`src/rtl/hsb_pkg.sv`:
```
package hsb_pkg;

    typedef enum logic [1:0] {
        HS_IDLE    = 2'd0,
        HS_RAISE   = 2'd1,
        HS_RELEASE = 2'd2,
        HS_NOTIFY  = 2'd3
    } hs_state_e;

    typedef struct packed {
        hs_state_e st;
        logic      c_req;
        logic      p_ack;
    } hs_ctrl_t;

endpackage

```
`src/rtl/hsb_detect.sv`:
```
module hsb_detect (
    input  logic p_req,
    input  logic p_ack,
    output logic pending
);
    // A producer event is outstanding while the request level differs from
    // the acknowledge level last returned.
    always_comb begin
        pending = p_req ^ p_ack;
    end
endmodule

```
`src/rtl/hsb_hold.sv`:
```
module hsb_hold #(
    parameter int DATA_W = 32
) (
    input  logic              clk,
    input  logic              rst_n,
    input  logic              load,
    input  logic [DATA_W-1:0] d,
    output logic [DATA_W-1:0] q
);
    logic [DATA_W-1:0] word_d, word_q;

    always_comb begin
        word_d = word_q;
        if (load) begin
            word_d = d;
        end
    end

    always_ff @(posedge clk or negedge rst_n) begin
        if (!rst_n) begin
            word_q <= '0;
        end else begin
            word_q <= word_d;
        end
    end

    assign q = word_q;
endmodule

```
`src/rtl/hsb_ctrl.sv`:
```
module hsb_ctrl
    import hsb_pkg::*;
(
    input  logic clk,
    input  logic rst_n,
    input  logic pending,
    input  logic c_ack,
    output logic c_req,
    output logic p_ack,
    output logic load
);
    hs_ctrl_t r_d, r_q;

    always_comb begin
        r_d  = r_q;
        load = 1'b0;
        unique case (r_q.st)
            HS_IDLE: begin
                // start only once the consumer's acknowledge is back low
                if (pending && !c_ack) begin
                    load    = 1'b1;
                    r_d.c_req = 1'b1;
                    r_d.st    = HS_RAISE;
                end
            end
            HS_RAISE: begin
                if (c_ack) begin
                    r_d.c_req = 1'b0;
                    r_d.st    = HS_RELEASE;
                end
            end
            HS_RELEASE: begin
                if (!c_ack) begin
                    r_d.p_ack = ~r_q.p_ack;
                    r_d.st    = HS_NOTIFY;
                end
            end
            HS_NOTIFY: begin
                r_d.st = HS_IDLE;
            end
            default: r_d.st = HS_IDLE;
        endcase
    end

    always_ff @(posedge clk or negedge rst_n) begin
        if (!rst_n) begin
            r_q <= '{st: HS_IDLE, c_req: 1'b0, p_ack: 1'b0};
        end else begin
            r_q <= r_d;
        end
    end

    assign c_req = r_q.c_req;
    assign p_ack = r_q.p_ack;

    AST_START_ON_EVENT: assert property (@(posedge clk) disable iff (!rst_n)
        (r_q.st == HS_IDLE && pending && !c_ack) |=> c_req);
    AST_REQ_RELEASE: assert property (@(posedge clk) disable iff (!rst_n)
        (c_req && c_ack) |=> !c_req);
    AST_REQ_HELD: assert property (@(posedge clk) disable iff (!rst_n)
        (c_req && !c_ack) |=> c_req);
    AST_ACK_AFTER_RTZ: assert property (@(posedge clk) disable iff (!rst_n)
        (p_ack != $past(p_ack)) |-> (!c_req && !$past(c_ack)));
    AST_NO_IDLE_START: assert property (@(posedge clk) disable iff (!rst_n)
        (r_q.st == HS_IDLE && !pending) |=> !c_req);
    AST_RISE_ACK_LOW: assert property (@(posedge clk) disable iff (!rst_n)
        $rose(c_req) |-> !$past(c_ack));
endmodule

```
`src/rtl/hs_two_to_four_bridge.sv`:
```
module hs_two_to_four_bridge #(
    parameter int DATA_W = 32
) (
    input  logic              clk,
    input  logic              rst_n,
    input  logic              prod_req,
    output logic              prod_ack,
    input  logic [DATA_W-1:0] prod_data,
    output logic              cons_req,
    input  logic              cons_ack,
    output logic [DATA_W-1:0] cons_data
);
    logic pending;
    logic load;

    hsb_detect u_detect (
        .p_req   (prod_req),
        .p_ack   (prod_ack),
        .pending (pending)
    );

    hsb_ctrl u_ctrl (
        .clk     (clk),
        .rst_n   (rst_n),
        .pending (pending),
        .c_ack   (cons_ack),
        .c_req   (cons_req),
        .p_ack   (prod_ack),
        .load    (load)
    );

    hsb_hold #(.DATA_W(DATA_W)) u_hold (
        .clk   (clk),
        .rst_n (rst_n),
        .load  (load),
        .d     (prod_data),
        .q     (cons_data)
    );

    AST_DATA_STABLE: assert property (@(posedge clk) disable iff (!rst_n)
        cons_req |=> $stable(cons_data));
    AST_DATA_IDLE: assert property (@(posedge clk) disable iff (!rst_n)
        (prod_req == prod_ack) |=> $stable(cons_data));
endmodule

```
`config.mk`:
```
export PLATFORM = sky130hd
export DESIGN_NAME = hs_two_to_four_bridge
export DESIGN_NICKNAME = d
export VERILOG_FILES = /design/src/rtl/hsb_pkg.sv /design/src/rtl/hsb_detect.sv /design/src/rtl/hsb_hold.sv /design/src/rtl/hsb_ctrl.sv /design/src/rtl/hs_two_to_four_bridge.sv
export SDC_FILE = /design/constraint.sdc
export NUM_CORES = 1
export LEC_CHECK = 0
export BUFFER_PORTS_ARGS = -buffer_cell sky130_fd_sc_hd__buf_2
export CORE_MARGIN = 5
export CORE_UTILIZATION = 48
export CTS_CLUSTER_DIAMETER = 60
export DETAILED_ROUTE_END_ITERATION = 12
export PLACE_DENSITY = 0.95
export SYNTH_ARGS = -nofsm -noshare
export SYNTH_HDL_FRONTEND = slang
export SYNTH_SLANG_ARGS = --single-unit
```
`constraint.sdc`:
```
create_clock -name clk -period 4.4 [get_ports clk]
set_input_delay 0.88 -clock clk [delete_from_list [all_inputs] [get_ports clk]]
set_output_delay 0.88 -clock clk [all_outputs]
set_load 0.1 [all_outputs]
```
==> metrics.md, run 1 <==
| Metric | Value |
|---|---|
| HP Class | `flop to flop` |
| Met3 Use GR | `4.786%` |
| Count of cell types in the netlist | `16` |
| Hold-fix buffers, CTS | `0` |
| Busiest grt layer | `met2` |
| Max-slew violations | `0` |
| Tcrit/Tclk final | `47.00%` |
| Clk slew on worst S/H paths | `0.10 ns` |
| Routed via count | `985` |
| Area Growth Syn to Fin | `29.59%` |
| Critical Path AT | `1.19 ns` |
| Register-to-Register Path Depth | `5` |
| Die area | `4242 sq um` |
| WS Path Type | `flop to output pin` |
| Slowest stage delay, CP | `0.45 ns` |
| Critical Path RT | `3.52 ns` |
| Met2 Usage GRT | `approximately 28%` |
| Flop2flop setup slack | `2.56 ns` |
| Ratio of cells with drive above 1 in the final layout | `65.24%` |
| # IOs | `70` |
| CP endpoint kind | `output pin` |
| Drt wl/cell | `15.01 um` |
| Hold path endpoint | `u_hold.q[2]` |
| Synthesized area | `1459 sq um` |
| Setup total negative slack | `0 ns` |
| Sequential fraction of the synthesis area | `61.75%` |
| Ant diodes | `0` |
| Worst-path fanout max | `3` |
| CP Cell Sequence | `buf_2` |
| Cells after Synth | `90` |
| WHS Path Cells | `1` |
| Most common cell after layout, fill and taps aside | `buf_2` |
| Clock sink total | `36` |
| DP HPWL | `2321 um` |
| All-Layer GR Usage | `15.18%` |
| Port bufs | `between 60 and 70` |
| Slew HR | `49.82%` |
| Cts bufs inserted | `5` |
| FF-to-FF Start | `u_ctrl.r_q[2]` |
| H-tree depth | `2` |
| Rows | `20` |
| Max-cap viol count | `0` |
| Synth top area cells | `dfrtp_1 (62%), mux2_2 (22%), mux2_1 (3.9%)` |
| Initial antenna violation count | `0` |
| Most frequent cells in the layout | `buf_2 (69), dfrtp_1 (36), mux2_2 (29)` |
| Seq cells post-synth | `36` |
| Clock latency on the worst-skew pair | `0.33 ns` |
| Reg2Reg Capture Point | `u_hold.q[18]` |
| CTS max path bufs | `2` |
| Initial Util | `between 40% and 50%` |
| Hold wc startpoint | `u_hold.q[2]` |
| DRT Pass-1 Iters | `3` |
| Via density | `5.000` |
| CTS resizes | `0` |
| Worst Path Buf+Inv | `1` |
| Overflow after GRT | `0` |
| Pin count of the biggest net entering global routing | `37` |
| Met1 Usage GRT | `about 15%` |
| Status | `completed` |
| Syn avg cell area | `16.21 sq um` |
| Die X | `65.13 um` |
| Final setup vio count | `0` |
| Hold Fails Final Rpt | `0` |
| GP Congestion | `0.6952` |
| Vias in the first global route | `1125` |
| YS warnings | `0` |
| Final nets | `202` |
| Total setup buffers inserted after CTS | `0` |
| DRC viols | `0` |
| Syn_nets | `129` |
| Cell type with the largest total area after synthesis | `dfrtp_1` |
| Fmax | `483.5 MHz` |
| Core Area | `2978 sq um` |
| Crit-path slowest cell | `buf_2` |
| CP startpoint kind | `flop` |
| Synth top area share | `61.75%` |
| Clk_skew | `0.008265 ns` |
| Worst Max-Slew Pin Slew | `0.7527 ns` |
| Delay-heaviest family, CP | `buffers and inverters` |
| Min Tclk post-route | `2.068 ns` |
| Final WL | `2956 um` |
| DR iter-0 viols | `20` |
| First-pass GRT wire length | `4871 um` |
| CTS tree | `done` |
| Die height | `between 60 and 70 um` |
| CTS root buf | `clkbuf_4` |
| RSZ-0062 raised after global routing | `false` |
| Number of routed nets with antenna violations | `0` |
## flip-flops by register name, summed over array words and instances, names as in the netlist
register	cells
u_hold.q	32
u_ctrl.r_q	2
u_ctrl.c_req	1
u_ctrl.p_ack	1
## worst max path at each step
| stage | end | cells past startpoint | startpoint | slack [ns] |
|---|---|---|---|---|
| finish | prod_ack | 1 | u_ctrl.p_ack | 2.33 |
| global route | prod_ack | 1 | u_ctrl.p_ack | 2.28 |
| CTS | prod_ack | 1 | u_ctrl.p_ack | 2.31 |
| detailed placement | u_hold.q[18] | 5 | prod_req | 2.13 |
| global placement | u_hold.q[12] | 5 | prod_req | 2.20 |
| floorplan | u_hold.q[15] | 4 | u_ctrl.p_ack | 2.22 |
## cell families (layout without fill, tap and decap cells)
group | Yosys count | after routing | share of synthesized area (%)
flops | 36 | 36 | 61.75
buf+inv | 7 | 81 | 3.430
simple gates | 4 | 4 | 2.402
xor+xnor | 2 | 2 | 1.201
compound gates | 4 | 4 | 2.402
mux | 34 | 34 | 26.24
fa+ha+maj | 3 | 3 | 2.573
## layout make-up
| type | count | area, sq um |
|---|---|---|
| fillers | 236 | 1087 |
| flip-flops and latches | 36 | 900.9 |
| multi-input cells | 47 | 508.0 |
| repair buffers | 70 | 352.8 |
| clock buffers | 6 | 41.29 |
| well taps | 33 | 41.29 |
| clock inverters | 2 | 35.03 |
| inverters | 3 | 11.26 |
## through the flow
stage	setup WS, ns	area (sq um)	utilization (%)	hold WS (ns)	cells
global placement	2.200	1814	60.92	0.4657	189
detailed placement	2.127	1814	60.92	0.4710	189
finish	2.332	1891	63.49	0.4888	197
global route	2.278	1891	63.49	0.5338	197
CTS	2.308	1891	63.49	0.4932	197
floorplan	2.220	1459	-	0.4996	90
## cell usage after synthesis, drive strengths merged
| cell type | instances |
|---|---|
| o31ai | 1 |
| a22o | 1 |
| inv | 3 |
| nand2b | 1 |
| o32a | 1 |
| ha | 3 |
| buf | 4 |
| o32ai | 1 |
| dfrtp | 36 |
| mux2 | 34 |
| nor2b | 1 |
| xnor2 | 2 |
| nor3b | 1 |
| nand2 | 1 |
## per-layer routing
metal | vias to the layer above | part of all wire, %
li1 | 461 | -
met1 | 484 | 35
met3 | 7 | 6.6
met4 | 0 | 2.3
met2 | 33 | 56
met5 | - | 0
Power of run 1 is not shown: default switching activity piles up to over one toggle a cycle in this logic, so the estimate is an artifact.
==> run 2: changes to the inputs <==
--- a/config.mk
+++ b/config.mk
@@ -7,10 +7,10 @@
 export LEC_CHECK = 0
 export BUFFER_PORTS_ARGS = -buffer_cell sky130_fd_sc_hd__buf_2
 export CORE_MARGIN = 5
-export CORE_UTILIZATION = 48
+export CORE_UTILIZATION = 45
 export CTS_CLUSTER_DIAMETER = 60
 export DETAILED_ROUTE_END_ITERATION = 12
-export PLACE_DENSITY = 0.95
+export PLACE_DENSITY = 0.9
 export SYNTH_ARGS = -nofsm -noshare
 export SYNTH_HDL_FRONTEND = slang
 export SYNTH_SLANG_ARGS = --single-unit
==> constraint.sdc (replaced) <==
create_clock -name clk -period 2.1 [get_ports clk]
set_input_delay 0.42 -clock clk [delete_from_list [all_inputs] [get_ports clk]]
set_output_delay 0.42 -clock clk [all_outputs]
set_load 0.1 [all_outputs]
==> run 2 against run 1 <==
Against the previous run: clock skew down 0.0020 ns; register-to-register slack worse by 2.2 ns; first-iteration DRC count up 25%; clock-buffer cell count up 2; worst hold slack worse by 0.33 ns; setup slack worse by 1.9 ns; critical endpoint is now u_ctrl.r_q[3]; highest routed layer unchanged.
==> metrics.md, run 2 (synthesized netlist as in run 1, its figures left out) <==
| Metric | Value |
|---|---|
| Status | `completed (unchanged)` |
| Die X | `66.94 um (was 65.13 um)` |
| CTS resizes | `0 (unchanged)` |
| Core Area | `3078 sq um (was 2978 sq um)` |
| Min Tclk post-route | `1.702 ns` |
| Clk_skew | `0.006257 ns (was 0.008265 ns)` |
| Most frequent cells in the layout | `buf_2 (69), dfrtp_1 (35), mux2_2 (29) (was buf_2 (69), dfrtp_1 (36), mux2_2 (29))` |
| Clock latency on the worst-skew pair | `0.32 ns (was 0.33 ns)` |
| # IOs | `70 (unchanged)` |
| HP Class | `primary input to asynchronous set/reset pin (was flop to flop)` |
| Via density | `4.620 (was 5.000)` |
| Final WL | `2853 um (was 2956 um)` |
| Hold Fails Final Rpt | `0 (unchanged)` |
| Register-to-Register Path Depth | `5 (unchanged)` |
| Reg2Reg Capture Point | `u_ctrl.r_q[3] (was u_hold.q[18])` |
| Pin count of the biggest net entering global routing | `37 (unchanged)` |
| Die area | `4481 sq um (was 4242 sq um)` |
| Initial antenna violation count | `0 (unchanged)` |
| Total setup buffers inserted after CTS | `0 (unchanged)` |
| Clk slew on worst S/H paths | `0.10 ns (about the same)` |
| Routed via count | `961 (was 985)` |
| Critical Path RT | `2.32 ns (was 3.52 ns)` |
| Placed insts | `200 (was 189)` |
| Max reg flops | `32 (unchanged)` |
| WS Path Type | `flop to flop (was flop to output pin)` |
| Ratio of cells with drive above 1 in the final layout | `65.24% (unchanged)` |
| Fmax | `587.6 MHz` |
| Initial Util | `47.40% (was 48.99%)` |
| Final setup vio count | `0 (unchanged)` |
| DR iter-0 viols | `25 (was 20)` |
| CTS root buf | `clkbuf_4 (unchanged)` |
| Most common cell after layout, fill and taps aside | `buf_2 (unchanged)` |
| Cts bufs inserted | `5 (unchanged)` |
| Slew HR | `49.84% (was 49.82%)` |
| Slowest stage delay, CP | `0.38 ns (was 0.45 ns)` |
| Register area | `902.1 sq um (was 900.9 sq um)` |
| CP Cell Sequence | `inv_1 > ha_1 > mux2_1 > o32ai_1 > mux2_2 (was buf_2)` |
| All-Layer GR Usage | `13.96% (was 15.18%)` |
| CTS tree | `done (unchanged)` |
| Number of routed nets with antenna violations | `0 (unchanged)` |
| DRT Pass-1 Iters | `2 (was 3)` |
| RSZ-0062 raised after global routing | `false (unchanged)` |
| Flop2flop setup slack | `0.40 ns (was 2.56 ns)` |
| Port bufs | `69 (unchanged)` |
| Area Growth Syn to Fin | `30.27% (was 29.59%)` |
| Rows | `20 (unchanged)` |
| Setup total negative slack | `0 ns (unchanged)` |
| DRC viols | `0 (unchanged)` |
| Hold-fix buffers, CTS | `0 (unchanged)` |
| DP HPWL | `2266 um (was 2321 um)` |
| Tcrit/Tclk final | `81.04%` |
| H-tree depth | `2 (unchanged)` |
| Final nets | `202 (unchanged)` |
| CP startpoint kind | `flop (unchanged)` |
| Max-slew violations | `0 (unchanged)` |
| Drt wl/cell | `13.72 um (was 15.01 um)` |
| GP Congestion | `0.7419 (was 0.6952)` |
| Critical Path AT | `1.92 ns (was 1.19 ns)` |
| CTS max path bufs | `2 (unchanged)` |
| Clock sink total | `36 (unchanged)` |
| Ant diodes | `0 (unchanged)` |
| Fill count | `274 (was 236)` |
| Vias in the first global route | `1033 (was 1125)` |
| Final worst slack | `0.3981 ns (was 2.332 ns)` |
| Finished Layout Cells | `208 (was 197)` |
| Max-cap viol count | `0 (unchanged)` |
| Dpl ws | `0.4038 ns (was 2.127 ns)` |
| Worst Max-Slew Pin Slew | `0.7525 ns (was 0.7527 ns)` |
| First-pass GRT wire length | `4554 um (was 4871 um)` |
| Overflow after GRT | `0 (unchanged)` |
| Worst-path fanout max | `5 (was 3)` |
| Crit-path slowest cell | `dfrtp_1 (was buf_2)` |
| Multi-input logic area | `508.0 sq um (unchanged)` |
| FF-to-FF Start | `u_ctrl.r_q[3] (was u_ctrl.r_q[2])` |
| CP endpoint kind | `flop (was output pin)` |
| Die height | `66.94 um (was 65.13 um)` |
[run 2: cell count changes in the layout (fill, tap and decap cells not counted), sizes merged]
| cell | delta |
|---|---|
| clkinv | -1 |
| bufinv | -1 |
| clkbuf | +2 |
[run 2: layout make-up]
class                   instances  area share, %
well taps                      44          2.897
repair buffers                 70          19.22
inverters                       3         0.5925
flip-flops and latches         36          47.47
multi-input cells              47          26.73
clock buffers                   8          3.094
[run 2: how the worst max path moves through the flow]
stage | to | from | depth (start not counted)
2_1_floorplan | u_hold.q[15] | u_ctrl.p_ack | 4
3_3_place_gp | u_hold.q[22] | prod_req | 5
3_5_place_dp | u_ctrl.r_q[3] | u_ctrl.r_q[2] | 5
4_1_cts | u_ctrl.r_q[3] | u_ctrl.r_q[2] | 5
5_1_grt | u_hold.q[29] | u_ctrl.r_q[2] | 5
6_report | u_ctrl.r_q[3] | u_ctrl.r_q[3] | 5
[run 2: routing by layer]
metal	global-route usage [%]	part of all wire, %
met3	4.722	7.9
met5	0	0
met4	6.076	1.0
met2	27.10	57
met1	12.86	34
[run 2: stage by stage]
step / hold slack (ns) / cell area, sq um / util (%)
floorplan: 0.1244 / 1460 / -
global placement: 0.4633 / 1842 / 59.84
detailed placement: 0.4694 / 1842 / 59.84
CTS: 0.1735 / 1901 / 61.75
global route: 0.2091 / 1901 / 61.75
finish: 0.1573 / 1901 / 61.75
[run 2: critical path, delay by kind of cell, from the launching register on]
family | cells | cell delay [ns]
buffers and inverters | 1 | 0.07
muxes | 2 | 0.68
DFF | 1 | 0.38
AOI/OAI and AO/OA | 1 | 0.23
adders and majority gates | 1 | 0.24
Power of run 2 is left out for the same reason.
